$ cat config.mk
export PLATFORM = sky130hd
export DESIGN_NAME = pause_flow_timers
export DESIGN_NICKNAME = d
export VERILOG_FILES = /design/src/rtl/pft_pkg.sv /design/src/rtl/pft_peer_timer.sv /design/src/rtl/pft_cong_timer.sv /design/src/rtl/pft_stat_pack.sv /design/src/rtl/pause_flow_timers.sv
export SDC_FILE = /design/constraint.sdc
export NUM_CORES = 1
export LEC_CHECK = 0
export BUFFER_PORTS_ARGS = -buffer_cell sky130_fd_sc_hd__buf_2
export CAP_MARGIN = 20
export CORE_MARGIN = 5
export CORE_UTILIZATION = 45
export DETAILED_ROUTE_END_ITERATION = 8
export PLACE_DENSITY = 0.77
export SKIP_CTS_REPAIR_TIMING = 1
export SYNTH_ARGS = -nofsm -noshare
export SYNTH_HDL_FRONTEND = slang
export SYNTH_HIERARCHICAL = 1
export SYNTH_SLANG_ARGS = --single-unit
$ cat constraint.sdc
create_clock -name clk -period 2.42 [get_ports clk]
set_input_delay 0.484 -clock clk [delete_from_list [all_inputs] [get_ports clk]]
set_output_delay 0.484 -clock clk [all_outputs]
set_load 0.01 [all_outputs]
$ cat src/rtl/pft_pkg.sv
package pft_pkg;
  localparam int unsigned PFT_TMR_W  = 16;
  localparam int unsigned PFT_STAT_W = 32;

  typedef enum logic [1:0] {
    CT_HOLD   = 2'd0,
    CT_LOAD   = 2'd1,
    CT_COUNT  = 2'd2
  } ct_action_e;
endpackage

$ cat src/rtl/pft_peer_timer.sv
module pft_peer_timer #(
  parameter int unsigned TMR_W = 16
) (
  input  logic             clk,
  input  logic             rst,
  input  logic             slot_tick,
  input  logic             load_en,
  input  logic [TMR_W-1:0] load_val,
  output logic [TMR_W-1:0] count,
  output logic             tx_en
);
  logic [TMR_W-1:0] cnt_nxt;

  always_comb begin
    cnt_nxt = count;
    if (load_en)
      cnt_nxt = load_val;
    else if (slot_tick && (count != '0))
      cnt_nxt = count - 1'b1;
  end

  always_ff @(posedge clk) begin
    if (rst) begin
      count <= '0;
      tx_en <= 1'b1;
    end else begin
      count <= cnt_nxt;
      tx_en <= (cnt_nxt == '0);
    end
  end

  a_r9_quanta_load: assert property (@(posedge clk) disable iff (rst)
    load_en |=> count == $past(load_val));
  a_r5_peer_dec: assert property (@(posedge clk) disable iff (rst)
    (slot_tick && !load_en && count != '0) |=> count == $past(count) - 1'b1);
  a_r5_peer_floor: assert property (@(posedge clk) disable iff (rst)
    (count == '0 && !load_en) |=> count == '0);
  a_r10_gate: assert property (@(posedge clk) disable iff (rst)
    tx_en == (count == '0));
endmodule

$ cat src/rtl/pft_cong_timer.sv
module pft_cong_timer
  import pft_pkg::*;
#(
  parameter int unsigned      TMR_W        = 16,
  parameter logic [TMR_W-1:0] REFRESH_LOAD = 16'hFF00
) (
  input  logic             clk,
  input  logic             rst,
  input  logic             slot_tick,
  input  logic             congested,
  input  logic             sent_ack,
  output logic [TMR_W-1:0] count,
  output logic             req
);
  logic       cong_q;
  logic       cong_rise;
  logic       expiring;
  ct_action_e act;

  assign cong_rise = congested && !cong_q;
  assign expiring  = congested && slot_tick && (count == TMR_W'(1));

  always_comb begin
    if (sent_ack && req)
      act = CT_LOAD;
    else if (slot_tick && (count != '0))
      act = CT_COUNT;
    else
      act = CT_HOLD;
  end

  always_ff @(posedge clk) begin
    if (rst) begin
      count  <= '0;
      req    <= 1'b0;
      cong_q <= 1'b0;
    end else begin
      cong_q <= congested;
      unique case (act)
        CT_LOAD:  count <= REFRESH_LOAD;
        CT_COUNT: count <= count - 1'b1;
        default:  count <= count;
      endcase
      if (act == CT_LOAD)
        req <= 1'b0;
      else if (cong_rise || expiring)
        req <= 1'b1;
    end
  end

  a_r3_ack_load: assert property (@(posedge clk) disable iff (rst)
    (sent_ack && req) |=> (count == REFRESH_LOAD) && !req);
  a_r11_hold_req: assert property (@(posedge clk) disable iff (rst)
    (req && !sent_ack) |=> req);
  a_r8_no_req_idle: assert property (@(posedge clk) disable iff (rst)
    $rose(req) |-> $past(congested));
  a_r5_cong_dec: assert property (@(posedge clk) disable iff (rst)
    (slot_tick && !(sent_ack && req) && count != '0) |=> count == $past(count) - 1'b1);
  a_r11_stray_ack: assert property (@(posedge clk) disable iff (rst)
    (sent_ack && !req && !slot_tick) |=> $stable(count));
endmodule

$ cat src/rtl/pft_stat_pack.sv
module pft_stat_pack #(
  parameter int unsigned TMR_W  = 16,
  parameter int unsigned STAT_W = 32
) (
  input  logic [TMR_W-1:0]  value,
  output logic [STAT_W-1:0] word
);
  localparam int unsigned PAD_W = STAT_W - TMR_W;

  generate
    if (PAD_W > 0) begin : g_pad
      assign word = {{PAD_W{1'b0}}, value};
    end else begin : g_nopad
      assign word = value[STAT_W-1:0];
    end
  endgenerate
endmodule

$ cat src/rtl/pause_flow_timers.sv
module pause_flow_timers
  import pft_pkg::*;
#(
  parameter int unsigned      TMR_W        = PFT_TMR_W,
  parameter int unsigned      STAT_W       = PFT_STAT_W,
  parameter logic [TMR_W-1:0] REFRESH_LOAD = 16'hFF00,
  parameter logic [TMR_W-1:0] ADVERT_TIME  = 16'hFFFF
) (
  input  logic              clk,
  input  logic              rst,
  input  logic              slot_tick,
  input  logic              rx_pause_valid,
  input  logic [TMR_W-1:0]  rx_pause_quanta,
  input  logic              congested,
  input  logic              pause_sent_ack,
  output logic              pause_req,
  output logic [TMR_W-1:0]  pause_time,
  output logic              tx_enable,
  output logic [STAT_W-1:0] peer_stat,
  output logic [STAT_W-1:0] cong_stat
);
  logic [TMR_W-1:0] peer_cnt;
  logic [TMR_W-1:0] cong_cnt;

  assign pause_time = ADVERT_TIME;

  pft_peer_timer #(.TMR_W(TMR_W)) u_peer (
    .clk       (clk),
    .rst       (rst),
    .slot_tick (slot_tick),
    .load_en   (rx_pause_valid),
    .load_val  (rx_pause_quanta),
    .count     (peer_cnt),
    .tx_en     (tx_enable)
  );

  pft_cong_timer #(.TMR_W(TMR_W), .REFRESH_LOAD(REFRESH_LOAD)) u_cong (
    .clk       (clk),
    .rst       (rst),
    .slot_tick (slot_tick),
    .congested (congested),
    .sent_ack  (pause_sent_ack),
    .count     (cong_cnt),
    .req       (pause_req)
  );

  pft_stat_pack #(.TMR_W(TMR_W), .STAT_W(STAT_W)) u_peer_stat (
    .value (peer_cnt),
    .word  (peer_stat)
  );

  pft_stat_pack #(.TMR_W(TMR_W), .STAT_W(STAT_W)) u_cong_stat (
    .value (cong_cnt),
    .word  (cong_stat)
  );

  a_r2_upper_zero: assert property (@(posedge clk) disable iff (rst)
    (peer_stat[STAT_W-1:TMR_W] == '0) && (cong_stat[STAT_W-1:TMR_W] == '0));
  a_r6_rise_req: assert property (@(posedge clk) disable iff (rst)
    (congested && !$past(congested) && !(pause_sent_ack && pause_req)) |=> pause_req);
endmodule

==> impl_metrics.toml <==
[global_route]
grtUsageTotal_pct = 17.18
total_overflow_reported_by_the_global_router = 0
grt_first_pass_wirelength_mm = 10.55
antenna_found_initial = 1
grt_start_max_net_pins = 26
first_global_vias = 2347

[critical_path]
worst-setup-path-type = "flip-flop to flip-flop"
cpMaxStageDelayCell = "sky130_fd_sc_hd__or4_4"
r2r-end = "u_peer/tx_en"
critical_path_required_ns = 2.62
critical_path.cell_chain = "inv_2 > ha_4 > or4b_4 > or4_4 > a211oi_4 > o311a_1 > o2111ai_2 > o41ai_2"
ff2ff_path_depth = 8
worst_path_dominant_cell_family = "simple AND/OR/NAND/NOR gates"
reg2reg_slack_ns = -0.04
reg2reg_from = "u_peer/count[0]"
critical_path.max_stage_delay_ns = 0.59
worstPathBufferInverterCount = 1
startpoint_type = "flip-flop"
crit_path_max_fanout = 4
critPathArrivalTime_ns = 2.66
critical_path_endpoint_category = "flip-flop"

[sta]
worst-slew-pin-transition_ns = 0.5004
min_period_over_period_pct = 101.6
final_period_minus_worst_setup_slack_ns = 2.460
fin_ws_ns = -0.03973
rsz0062_at_grt = "true"
fmax_mhz = 406.5
fin_setup_tns_ns = -0.03973
worst_clock_skew_ns = 0.007254
setup_viol = 1
report.final.slew_viol_count = 0
relSlewSlack_pct = 66.55
hold_violations = 0

[clock_tree]
clock_insertion_delay_worst_skew_ns = 0.29
clockRootBuffer = "sky130_fd_sc_hd__clkbuf_8"
tritoncts.num_buffers = 5
ctsLongestPathBuffers = 2
cts.clk_slew.worst_paths_ns = 0.07
cts_tree = "built"
cts_sinks = 35
htreeDepth = 2

[worst_hold_path]
hold_path_depth = 2
timing.hold.worst.start = "congested"
hp-class = "input port to flip-flop"
min_delay_worst_endpoint = "u_cong/cong_q"

[synth]
yosys-mux-area-fraction_pct = 2.182
synth_cells = 336
ys_seq_area_share_pct = 25.45
synthTopCellsByArea = "sky130_fd_sc_hd__dfxtp_1 (25%), sky130_fd_sc_hd__buf_4 (22%), sky130_fd_sc_hd__nand2_1 (3.0%)"
ys_types = 64
syn_area_per_cell_um2 = 8.192
combinational_family_with_the_most_area_after_synthesis = "simple AND/OR/NAND/NOR gates"
post_synth_fa_ha_maj_area_fraction_pct = 2.273
parity_gate_share_of_the_synthesized_area_counting_xor_and_xnor_cells_pct = 0.6364
edff_count_synth = 0
post_synth_instance_area_um2 = 2753
postSynth.topFlopCell = "sky130_fd_sc_hd__dfxtp_1"
ys_warn_count = 6
yosysTopAreaCellShare_pct = 25.45
leading_cell_types_by_count_after_synthesis = "sky130_fd_sc_hd__buf_4 (80), sky130_fd_sc_hd__dfxtp_1 (35), sky130_fd_sc_hd__nand2_1 (22), sky130_fd_sc_hd__nor2_1 (19), sky130_fd_sc_hd__a21oi_1 (15)"
synth_simple_gate_area_share_pct = 26.95
synth_largest_area_cell = "sky130_fd_sc_hd__dfxtp_1"
synth.ff_latch_count = 35
synthArstFlopShare_pct = 0
synth_compound_area_share_pct = 16.91
cell_with_the_most_instances_after_synthesis = "sky130_fd_sc_hd__buf_4"

[die]
die-width_um = 88.21
core_um2 = 5921
die_y_um = 88.21
initial_cell_density_of_the_core_pct = 46.49
rows = 28
design.portCount = 104
die-area_um2 = 7781

[routing]
drt_pass1_iterations = 4
wl_mm = 6.962
detail_route.wl_per_cell_um = 14.72
route.vias.total = 2481
routed_via_density = 5.245
drt_drc_violations_left = 0
postRouteAntennaNets = 0
initialDrtViolationCount = 125

[place]
place_ws_ns = -0.09528
dp_hpwl_mm = 5.298
finalWeightedCongestion = 0.8461
place.detailed.instances = 461
place.port_buffers = 55

[finish]
layout.nets = 424
area_growth_syn_to_layout_pct = 13.14
stdcell_count = 473
antenna_cells = 0
drive_gt1_share_pct = 34.92

[power_and_ir_drop]
max-vdd-ir-drop_uv = 621.6
power.density_nw_per_um2 = 829.2
power_leakage_nw = 1.456

[outcome]
violations_in_the_final_reports = "negative setup slack"
outcome = "finished with violations"

[flow_run]
drv.max_cap_violation_count = 0
-- per-layer routing --
layer  wire length (um)  part of all wire (%)  vias up  global-route usage [%]
li1                   -                     -     1203                       -
met1               2557                    37     1175                   18.77
met2               3752                    54       90                   32.49
met3                559                   8.0       11                   4.097
met4                 85                   1.2        2                   5.357
met5                  9                  0.13        -                       0
-- report_power, final --
group / leakage, nW / switching [mW] / total [mW] / internal (mW)
sequential: 0.290 / 0.163 / 0.865 / 0.702
combinational: 1.12 / 0.752 / 1.31 / 0.558
clock: 0.0422 / 0.205 / 0.407 / 0.202
-- kinds of logic after synthesis --
group | after synthesis
and+or+nand+nor | 119
buffers and inverters | 100
AOI/OAI and AO/OA | 66
DFF | 35
muxes | 6
adders and majority gates | 5
other | 3
xor gates and xnor gates | 2
-- cell usage in the layout (no fill, tap or decap), drive strengths merged, types with 4 or more instances in the layout --
| cell type | count |
|---|---|
| nand2 | 22 |
| ha | 5 |
| and2 | 4 |
| nor2 | 19 |
| or4b | 4 |
| o31a | 5 |
| clkbuf | 7 |
| or3 | 9 |
| a21oi | 15 |
| nand2b | 10 |
| o21ai | 11 |
| nor3 | 8 |
| nor4 | 10 |
| mux2i | 6 |
| nand4 | 6 |
| buf | 101 |
| a31oi | 7 |
| or4 | 6 |
| conb | 48 |
| nand3 | 7 |
| dfxtp | 35 |
| inv | 8 |
| o31ai | 11 |
-- registers in the layout, indices dropped and copies added, names as in the netlist --
| register | count |
|---|---|
| u_cong/count | 16 |
| u_cong/req | 1 |
| u_cong/cong_q | 1 |
| u_peer/count | 16 |
| u_peer/tx_en | 1 |
-- how the worst max path moves through the flow --
stage,start,endpoint,cells after the start
2_1_floorplan,u_peer/count[0],u_peer/tx_en,8
3_3_place_gp,slot_tick,u_peer/tx_en,7
3_5_place_dp,slot_tick,u_peer/tx_en,8
4_1_cts,u_peer/count[0],u_peer/tx_en,9
5_1_grt,u_peer/count[0],u_peer/tx_en,8
6_report,u_peer/count[0],u_peer/tx_en,8
-- metrics by stage --
step,utilization [%],hold WS [ns],power [mW],cell area [um2]
2_1_floorplan,-,0.4015,1.975,2922
3_3_place_gp,49.70,0.4034,2.101,2943
3_5_place_dp,49.70,0.4126,2.139,2943
4_1_cts,51.08,0.4089,2.558,3024
5_1_grt,52.60,0.4281,2.771,3114
6_report,52.60,0.4157,2.582,3114
-- layout make-up --
| class | count | area [um2] |
|---|---|---|
| multi-input combinational | 246 | 1582 |
| timing repair buffer | 101 | 624.3 |
| inverter | 8 | 30.03 |
| tap | 75 | 93.84 |
| clock inverter | 1 | 5.005 |
| fill | 568 | 2806 |
| sequential | 35 | 703.2 |
| clock buffer | 7 | 76.32 |
Power figures use the tool's default switching activity.
